<file path="src/rtl/daisy_vec_pkg.sv">
package daisy_vec_pkg;
  localparam int DEF_SLOTS = 8;
  localparam int DEF_ID_W  = 8;

  function automatic int sel_bits(input int n);
    return (n < 2) ? 1 : $clog2(n);
  endfunction
endpackage

</file>
<file path="src/rtl/dv_slot.sv">
module dv_slot #(
  parameter int ID_W   = 8,
  parameter int RST_ID = 0
) (
  input  logic            clk,
  input  logic            rst,
  input  logic            set_req,
  input  logic            grant_in,
  input  logic            id_load,
  input  logic [ID_W-1:0] id_value,
  output logic            grant_out,
  output logic            won,
  output logic            pending,
  output logic [ID_W-1:0] code
);
  logic pend_q;
  logic [ID_W-1:0] code_q;

  // a slot keeps the grant only when it has a request of its own
  assign won       = grant_in & pend_q;
  assign grant_out = grant_in & ~pend_q;
  assign pending   = pend_q;
  assign code      = code_q;

  // a new request dominates the clear caused by winning
  always_ff @(posedge clk) begin
    if (rst)          pend_q <= 1'b0;
    else if (set_req) pend_q <= 1'b1;
    else if (won)     pend_q <= 1'b0;
  end

  always_ff @(posedge clk) begin
    if (rst)          code_q <= ID_W'(RST_ID);
    else if (id_load) code_q <= id_value;
  end
endmodule

</file>
<file path="src/rtl/dv_vec_merge.sv">
module dv_vec_merge #(
  parameter int N_SLOTS = 8,
  parameter int ID_W    = 8
) (
  input  logic [N_SLOTS-1:0]           won,
  input  logic [N_SLOTS-1:0][ID_W-1:0] codes,
  output logic                         any_won,
  output logic [ID_W-1:0]              merged
);
  // at most one slot wins, so OR-merging the gated codes acts as a select
  always_comb begin
    merged = '0;
    for (int i = 0; i < N_SLOTS; i++)
      merged |= codes[i] & {ID_W{won[i]}};
  end
  assign any_won = |won;
endmodule

</file>
<file path="src/rtl/daisy_vec_ack.sv">
module daisy_vec_ack
  import daisy_vec_pkg::*;
#(
  parameter int N_SLOTS = DEF_SLOTS,
  parameter int ID_W    = DEF_ID_W,
  localparam int SEL_W  = sel_bits(N_SLOTS)
) (
  input  logic               clk,
  input  logic               rst,
  input  logic [N_SLOTS-1:0] req_set,
  input  logic               ack,
  input  logic               id_we,
  input  logic [SEL_W-1:0]   id_wsel,
  input  logic [ID_W-1:0]    id_wdata,
  output logic               intr_n,
  output logic               vec_valid,
  output logic [ID_W-1:0]    vec_data
);
  logic [N_SLOTS:0]              grant_chain;
  logic [N_SLOTS-1:0]            won;
  logic [N_SLOTS-1:0]            pend;
  logic [N_SLOTS-1:0][ID_W-1:0]  codes;

  assign grant_chain[0] = ack;

  for (genvar g = 0; g < N_SLOTS; g++) begin : g_slot
    dv_slot #(.ID_W(ID_W), .RST_ID(g)) u_slot (
      .clk      (clk),
      .rst      (rst),
      .set_req  (req_set[g]),
      .grant_in (grant_chain[g]),
      .id_load  (id_we && (id_wsel == SEL_W'(g))),
      .id_value (id_wdata),
      .grant_out(grant_chain[g+1]),
      .won      (won[g]),
      .pending  (pend[g]),
      .code     (codes[g])
    );
  end

  dv_vec_merge #(.N_SLOTS(N_SLOTS), .ID_W(ID_W)) u_merge (
    .won    (won),
    .codes  (codes),
    .any_won(vec_valid),
    .merged (vec_data)
  );

  assign intr_n = ~|pend;
endmodule

</file>
<file path="config.mk">
export PLATFORM = sky130hd
export DESIGN_NAME = daisy_vec_ack
export DESIGN_NICKNAME = d
export VERILOG_FILES = /design/src/rtl/daisy_vec_pkg.sv /design/src/rtl/dv_slot.sv /design/src/rtl/dv_vec_merge.sv /design/src/rtl/daisy_vec_ack.sv
export SDC_FILE = /design/constraint.sdc
export NUM_CORES = 1
export LEC_CHECK = 0
export BUFFER_PORTS_ARGS = -buffer_cell sky130_fd_sc_hd__buf_4
export CAP_MARGIN = 10
export CORE_MARGIN = 10
export CORE_UTILIZATION = 30
export CTS_BUF_LIST = sky130_fd_sc_hd__clkbuf_4 sky130_fd_sc_hd__clkbuf_8
export CTS_CLUSTER_DIAMETER = 100
export CTS_CLUSTER_SIZE = 40
export DETAILED_ROUTE_END_ITERATION = 12
export PLACE_DENSITY = 0.55
export SLEW_MARGIN = 0
export SYNTH_ARGS = -nofsm -noshare
export SYNTH_HDL_FRONTEND = slang
export SYNTH_SLANG_ARGS = --single-unit
</file>
<file path="constraint.sdc">
create_clock -name clk -period 1.4 [get_ports clk]
set_input_delay 0 -clock clk [delete_from_list [all_inputs] [get_ports clk]]
set_output_delay 0 -clock clk [all_outputs]
set_load 0.05 [all_outputs]
</file>
After elaboration in Yosys (flattened, before gate mapping)
Cells that the tools add are included.
{"block": "word_totals", "reg_bits": 72, "output_inout_bits": 10, "word_cells": 96}
{"block": "op_classes", "n_eq_ne": 7, "mux": 16, "bitwise_logic": 37, "n_reduce_logical": 20}
{"op": "8-bit AND", "n": 8}
{"op": "8-bit OR", "n": 7}
{"op": "1-bit 2-to-1 mux", "n": 16}
{"op": "2-bit nonzero test", "n": 8}
{"op": "8-bit OR reduction", "n": 2}
{"op": "1-bit AND", "n": 15}
{"op": "3-bit equality test (second input constant)", "n": 4}
{"op": "1-bit logical AND", "n": 8}
{"op": "1-bit NOT", "n": 7}
{"op": "3-bit by 2-bit equality test with 1-bit output (second input constant)", "n": 2}
{"op": "3-bit by 1-bit equality test with 1-bit output (second input constant)", "n": 1}
{"op": "3-bit logical NOT", "n": 1}
{"op": "1-bit logical NOT", "n": 1}

Longest topological paths before layout
Gate-level depths: netlist (run 1).
{"block": "depth", "depth_word": 11, "mapped_depth": 6}

Cells and area by module
From an unflattened synthesis (run 1), not the netlist that was laid out.
{"block": "hier_totals", "hier_cells": 323, "area_unflattened_um2": 3165.5}
{"module": "dv_slot at g_slot[3].u_slot ...", "instances": 3, "cells_each": 32, "area_per_inst_um2": 341.6, "seq_area_each_um2": 180.2}
{"module": "dv_slot at g_slot[1].u_slot ...", "instances": 3, "cells_each": 32, "area_per_inst_um2": 337.8, "seq_area_each_um2": 180.2}
{"module": "dv_vec_merge", "instances": 1, "cells_each": 51, "area_per_inst_um2": 371.6, "seq_area_each_um2": 0.0}
{"module": "dv_slot at g_slot[7].u_slot", "instances": 1, "cells_each": 32, "area_per_inst_um2": 344.1, "seq_area_each_um2": 180.2}
{"module": "dv_slot at g_slot[0].u_slot", "instances": 1, "cells_each": 32, "area_per_inst_um2": 334.1, "seq_area_each_um2": 180.2}
{"module": "daisy_vec_ack", "instances": 1, "cells_each": 16, "area_per_inst_um2": 77.6, "seq_area_each_um2": 0.0}

Worst setup path before layout (run 1)
No wires, ideal clock.
{"block": "synth_timing", "path_kind": "register to output", "start": "register g_slot[5].u_slot.pend_q", "end": "output vec_valid", "t_arrival_ps": 2520, "path_slack_ps": -1120, "path_stages_with_launch": 5, "n_path_buf": 1, "path_cell_list": "dfxtp_1 > buf_6 > or4_4 > nor4b_2 > nor2_1"}
{"block": "synth_via", "elab_chain_len": 5, "elab_cells_between_ends": 7, "classes_between": "6 x bitwise; 1 x reduce/logical"}
{"item": "start, declared", "line_no": "dv_slot.sv:16", "text": "logic pend_q;"}
{"item": "start signal, assigned", "line_no": "dv_slot.sv:27", "text": "if (rst) pend_q <= 1'b0;"}
{"item": "start signal, assigned", "line_no": "dv_slot.sv:28", "text": "else if (set_req) pend_q <= 1'b1;"}
{"item": "start signal, assigned", "line_no": "dv_slot.sv:29", "text": "else if (won) pend_q <= 1'b0;"}
{"item": "1-bit NOT", "line_no": "dv_slot.sv:21", "text": "assign grant_out = grant_in & ~pend_q;"}
{"item": "1-bit AND (2 in a row)", "line_no": "dv_slot.sv:21"}
{"item": "1-bit AND", "line_no": "dv_slot.sv:20", "text": "assign won = grant_in & pend_q;"}
{"item": "8-bit OR reduction (*)", "line_no": "dv_vec_merge.sv:16", "text": "assign any_won = |won;"}
{"item": "end, declared", "line_no": "daisy_vec_ack.sv:16", "text": "output logic vec_valid,"}
Every way passes the cells marked *; elsewhere a longest branch is shown, timed or not.

Worst setup path in the final report (run 1)
{"block": "layout_timing", "start": "register g_slot[3].u_slot.pend_q", "end": "output vec_data[7]"}
{"block": "layout_via", "elab_chain_len": 8, "elab_cells_between_ends": 20, "classes_between": "20 x bitwise"}
{"item": "start, declared", "line_no": "dv_slot.sv:16"}
{"item": "start signal, assigned", "line_no": "dv_slot.sv:27"}
{"item": "start signal, assigned", "line_no": "dv_slot.sv:28"}
{"item": "start signal, assigned", "line_no": "dv_slot.sv:29"}
{"item": "1-bit NOT", "line_no": "dv_slot.sv:21"}
{"item": "1-bit AND", "line_no": "dv_slot.sv:21"}
{"item": "1-bit AND, on equally long branches", "line_no": "dv_slot.sv:20, dv_slot.sv:21"}
{"item": "8-bit AND (tied with other cells)", "line_no": "dv_vec_merge.sv:14", "text": "merged |= codes[i] & {ID_W{won[i]}};"}
{"item": "8-bit OR (tied with other cells) (2 in a row)", "line_no": "dv_vec_merge.sv:14"}
{"item": "8-bit OR or 8-bit AND (tied branches)", "line_no": "dv_vec_merge.sv:14"}
{"item": "8-bit OR (*)", "line_no": "dv_vec_merge.sv:14"}
{"item": "end, declared", "line_no": "daisy_vec_ack.sv:17", "text": "output logic [ID_W-1:0] vec_data"}
Marked as above.

==> flow_metrics.tcl, run 1 <==
set metrics [dict create \
    wl_mm 9.34 \
    worst_pin_slew_ps 506 \
    ff2ff_path_depth 5 \
    fmax_mhz 485 \
    synth_nets 435 \
    rows 37 \
    hp-start "rst" \
    synth_top_area_share_pct 45.8 \
    yosysMostFrequentCell "nand2_1" \
    hold_ws_ps 31.8 \
    htreeDepth 3 \
    leakagePower_nw 1.66 \
    path_class "reg -> out" \
    hold_viol_final 0 \
    core_mm2 0.0103 \
    pre_cts_slack_ps -310 \
    path_clk_slew_ps 80 \
    synthTopCellsByCount "130 x nand2_1, 72 x dfxtp_1, 50 x a21oi_1" \
    power_density_mw_per_mm2 1030 \
    drive_gt1_share_pct 25.4 \
    setup_viol 15 \
    io_pins 33 \
    antenna_found_initial 0 \
    dpl_cell_area_mm2 0.00384 \
    route.vias.total 3026 \
    final_nets 502 \
    grt_setup_unrepaired "yes" \
    die_h_um 122 \
    post-route-min-period_ps 2060 \
    wl_per_cell_um 15.1 \
    hold_class "in -> reg" \
    antenna_left 0 \
    status "complete, but fails checks" \
    cts_made_buffers 9 \
    synth-seq-cells 72 \
    synthArstFlopShare_pct 0 \
    die-width_um 122 \
    critical_path_arrival_ps 2060 \
    synth_ff_type "dfxtp_1" \
    first_global_vias 3036 \
    max_slew_margin_pct 66.2 \
    worst_slack_ps -663 \
    dr.pass1.iters 4 \
    synth_edf_count 0 \
    yosysWarnings 0 \
    nFillCells 1040 \
    irDropWorstVdd_uv 505 \
    start_util_pct 30.6 \
    worst_ep_required_time_ps 1400 \
    grt_max_degree 32 \
    skew_ps 0.671 \
    drc 0 \
    path_max_fanout 8 \
    cts_tree "yes" \
    reg2reg_from "g_slot[1].u_slot.pending$_SDFFE_PP0P_" \
    grt.total_usage_pct 12.9 \
    max_cap_violations 0 \
    finish.instance_area_mm2 0.00437 \
    grt_pass1_wl_mm 15.3 \
    yosys-top-cells-area "dfxtp_1 46%, nand2_1 16%, a21oi_1 8.0%" \
    post-route-period-util_pct 147 \
    clock_latency_ps 350 \
    endpoint_kind "primary output" \
    antenna-diode-count 0 \
    cts_sinks 72 \
    yosysTopAreaCell "dfxtp_1" \
    grt_overflow 0 \
    place_congestion 0.776 \
    cts-root-buf "clkbuf_8" \
    avgSynthCellArea_um2 7.64 \
    syn_area_mm2 0.00315 \
    cts_buffer_depth 2 \
    synth.distinct_cells 35 \
    crit_path_start_kind "flop" \
    crit_path_start "g_slot[3].u_slot.pending$_SDFFE_PP0P_" \
    drt_iter0_drc 184 \
    dieArea_mm2 0.0150 \
    finalSetupTns_ps -6480 \
    slew_viol_final 0 \
    hpwl_mm 6.53 \
    violations "setup timing" \
    syn_inst 412 \
    area_growth_pct 38.9 \
    via_per_inst 4.88 \
    io_buffers 32 \
    ys_seq_area_share_pct 45.8 \
    holdPathStages 2 \
]
[final timing paths]
path                                           endpoint  slack, ps
hold / removal    g_slot[6].u_slot.code[0]$_SDFFE_PP0P_         30
hold reg to reg   g_slot[5].u_slot.code[1]$_SDFFE_PP0P_        460
setup / recovery                            vec_data[7]       -660
setup reg to reg  g_slot[5].u_slot.pending$_SDFFE_PP0P_       -300
[worst max-delay path, cell delays in order (launching register included)]
cell      delay [ps]
dfxtp_2          320
or4_4            570
nor3_4           220
buf_12           160
a32oi_2           50
o211ai_1         130
buf_4            250
[where the power goes]
group | internal, W | switching, W
logic | 0.000276 | 0.000361
clock network | 0.000955 | 0.000762
registers | 0.00211 | 0.0000372
[per-stage QoR]
stage                     instances  power, W  utilization (%)
after floorplan                 412   0.00252                -
after global placement          590   0.00274             37.4
after detailed placement        590   0.00275             37.4
after CTS                       621   0.00453             41.7
after global routing            620   0.00470             42.5
final                           620   0.00450             42.5
[state kept, by name (all words and copies together), names as in the netlist]
signal,flops
g_slot.u_slot.pending,8
g_slot.u_slot.code,64
[layout by cell type (no fill, tap or decap), types with 2 or more instances in the layout]
cell           count
a22oi_2            4
o21ai_0           18
clkbuf_8          11
a221oi_2           6
dfxtp_1           69
buf_6              6
a21oi_1           47
nor2_2             3
nand3b_1           8
a211o_1            4
dfxtp_2            3
buf_8              7
nand3_4            7
inv_1              7
or2_1              2
mux2i_1           12
a22oi_1            3
nand2_2            5
buf_4             50
nand2b_1           5
clkbuf_4           2
clkinv_2           2
nand3_1            9
nor3_1             2
a21oi_2            3
nand2_1          125
nor2_1            24
nor2b_1            5
dlygate4sd3_1     16
buf_12             2
[per-layer routing]
layer  up-vias  global-route usage, %  share of wire [%]
li1       1528                      -                  -
met1      1415                   15.6                 44
met2        76                   21.7                 48
met3         7                   3.58                6.6
met4         0                   4.42                1.2
met5         -                      0                  0
[cell families after synthesis]
family                 count (synthesis)  synth area share (%)
multiplexers                          12                  3.82
buffers and inverters                 32                  4.29
flip-flops                            72                  45.8
AND/OR/NAND/NOR                      206                  29.7
AO/OA/AOI/OAI                         90                  16.4
[timing repair]
action,4_1_cts,5_1_grt
pin swaps,1,4
resized for setup,25,22
setup buffers,2,1
hold endpoints to repair,72,0
setup endpoints to repair,13,15
hold buffers,16,0
[area by class of cell]
| cell class | count | area [µm²] | area share, % |
|---|---|---|---|
| tap | 136 | 170 | 3.89 |
| clock buffer | 13 | 166 | 3.81 |
| inverter | 7 | 26.3 | 0.601 |
| timing repair buffer | 81 | 748 | 17.1 |
| clock inverter | 3 | 40.0 | 0.916 |
| multi-input combinational | 308 | 1780 | 40.6 |
| sequential | 72 | 1450 | 33.1 |
No activity file was read; power rests on OpenSTA's default activity.
==> run 2: changes to the inputs <==
==> constraint.sdc (replaced) <==
create_clock -name clk -period 1.8 [get_ports clk]
set_input_delay 0 -clock clk [delete_from_list [all_inputs] [get_ports clk]]
set_output_delay 0 -clock clk [all_outputs]
set_load 0.05 [all_outputs]
==> run 2 against run 1 <==
  * The flow still finishes with violations (setup timing)
  * Sequential cell count unchanged
  * First-iteration DRC count up 21%
  * Final cell count down 2.3%
  * Worst hold slack better by 110 ps
  * Critical path depth up 1
  * Sequential power down 22%
  * Global-route usage down 0.63 points
  * Wire length down 2.8%
  * Final area down 3.9%
  * Worst setup slack better by 470 ps
  * Combinational power down 29%
  * Core utilization down 1.7 points
  * Highest routed layer unchanged
==> flow_metrics.tcl, run 2 (synthesized netlist as in run 1, its figures left out) <==
set metrics [dict create \
    stdcell_count 606 \
    swShare_pct 26.3 \
    grt_pass1_wl_mm 14.7 \
    power_density_mw_per_mm2 857 \
    via_per_inst 4.85 \
    route.vias.total 2939 \
    die_h_um 122 \
    hold_class "in -> reg" \
    ff2ff_path_depth 6 \
    drc 0 \
    cts-root-buf "clkbuf_8" \
    finalSetupTns_ps -1570 \
    holdPathStages 5 \
    switchingPower_w 0.000948 \
    regArea_mm2 0.00145 \
    reg2reg_from "g_slot[2].u_slot.pending$_SDFFE_PP0P_" \
    first_global_vias 2846 \
    irDropWorstVdd_uv 282 \
    start_util_pct 30.6 \
    multi_input_area_mm2 0.00171 \
    rows 37 \
    final_nets 488 \
    nFillCells 1033 \
    path_max_fanout 8 \
    hold_viol_final 0 \
    power.total_w 0.00360 \
    placed_cells_incl_taps 569 \
    cts_tree "yes" \
    endpoint_kind "primary output" \
    io_pins 33 \
    pwr-share-clk_pct 41.0 \
    fmax_mhz 501 \
    max_slew_margin_pct 51.5 \
    path_clk_slew_ps 80 \
    grt_max_degree 73 \
    leakagePower_nw 1.55 \
    worst_ep_required_time_ps 1800 \
    intPower_w 0.00265 \
    core_mm2 0.0103 \
    worst_slack_ps -196 \
    grt.total_usage_pct 12.3 \
    drt_iter0_drc 222 \
    max_cap_violations 0 \
    skew_ps 2.79 \
    comb_power_share_pct 12.6 \
    io_buffers 32 \
    worst_pin_slew_ps 728 \
    dieArea_mm2 0.0150 \
    slew_viol_final 0 \
    violations "setup timing" \
    dr.pass1.iters 4 \
    grt_overflow 0 \
    crit_path_start_kind "flop" \
    largest_register_ffs 64 \
    path_class "reg -> out" \
    sequentialPowerShare_pct 46.4 \
    htreeDepth 3 \
    crit_path_start "g_slot[3].u_slot.pending$_SDFFE_PP0P_" \
    cts_buffer_depth 2 \
    status "complete, but fails checks" \
    hpwl_mm 6.17 \
    pre_cts_slack_ps 127 \
    final_common_cell "nand2_1" \
    r2r-end "g_slot[5].u_slot.pending$_SDFFE_PP0P_" \
    cts_sinks 72 \
    wl_per_cell_um 15.0 \
    area_growth_pct 33.4 \
    post-route-period-util_pct 111 \
    die-width_um 122 \
    reg2reg_setup_slack_ps 30 \
    clock_latency_ps 350 \
    antenna-diode-count 0 \
    setup_viol 10 \
    final_core_util_pct 40.9 \
    drive_gt1_share_pct 21.3 \
    wl_mm 9.08 \
    critical_path_arrival_ps 2000 \
    final_cell_mix "128 x nand2_1, 69 x dfxtp_1, 49 x a21oi_1" \
    antenna_found_initial 0 \
    antenna_left 0 \
    cts_made_buffers 9 \
    crit_end "vec_data[4]" \
    grt_setup_unrepaired "yes" \
    post-route-min-period_ps 2000 \
    place_congestion 0.826 \
]
==> run 2: worst min path at each step <==
stage          slack (ps)  startpoint                                    end
6_report              140  id_wsel[0]  g_slot[0].u_slot.code[2]$_SDFFE_PP0P_
5_1_grt               170  id_wsel[0]  g_slot[2].u_slot.code[0]$_SDFFE_PP0P_
4_1_cts               130  id_wsel[0]  g_slot[0].u_slot.code[2]$_SDFFE_PP0P_
3_5_place_dp          220  req_set[2]  g_slot[2].u_slot.pending$_SDFFE_PP0P_
3_3_place_gp          210  req_set[2]  g_slot[2].u_slot.pending$_SDFFE_PP0P_
2_1_floorplan         120  req_set[0]  g_slot[0].u_slot.pending$_SDFFE_PP0P_
==> run 2: area by class of cell <==
class                      instances  area share, %
inverter                           7          0.626
clock buffer                      10           3.28
timing repair buffer              67           14.9
multi-input combinational        308           40.6
sequential                        72           34.4
clock inverter                     6           2.15
tap                              136           4.05
==> run 2: power groups by stage <==
stage / registers [W] / clock network, W / logic (W)
6_report: 0.00167 / 0.00147 / 0.000455
3_5_place_dp: 0.00170 / 0 / 0.000387
2_1_floorplan: 0.00170 / 0 / 0.000251
5_1_grt: 0.00168 / 0.00156 / 0.000494
3_3_place_gp: 0.00170 / 0 / 0.000383
4_1_cts: 0.00167 / 0.00150 / 0.000443
==> run 2: stage by stage <==
stage | hold slack, ps | cell area [µm²]
final | 143 | 4200
after global placement | 208 | 3580
after global routing | 170 | 4200
after floorplan | 117 | 3170
after CTS | 130 | 4120
after detailed placement | 218 | 3580
==> run 2: what timing repair did <==
| item | in CTS | in global routing |
|---|---|---|
| setup buffers | 2 | 1 |
| pin swaps | 4 | 4 |
| endpoints found under the hold margin | 71 | 0 |
| endpoints found under the setup margin | 10 | 11 |
| hold buffers | 18 | 0 |
| gates resized for setup | 29 | 17 |
==> run 2: layer usage <==
metal | vias up | GRT usage (%) | wire [µm] | part of all wire [%]
li1 | 1492 | - | - | -
met5 | - | 0 | 0 | 0
met4 | 0 | 5.96 | 175 | 1.9
met1 | 1373 | 15.8 | 3990 | 44
met3 | 10 | 2.16 | 448 | 4.9
met2 | 64 | 19.6 | 4460 | 49
==> run 2: worst max-delay path, cell delays in order (launching register included) <==
cell and delay, ps:
dfxtp_2 320, or4_4 580, nor3_4 170, buf_12 150, buf_4 110, a221oi_2 60, nand3_2 100, buf_8 150
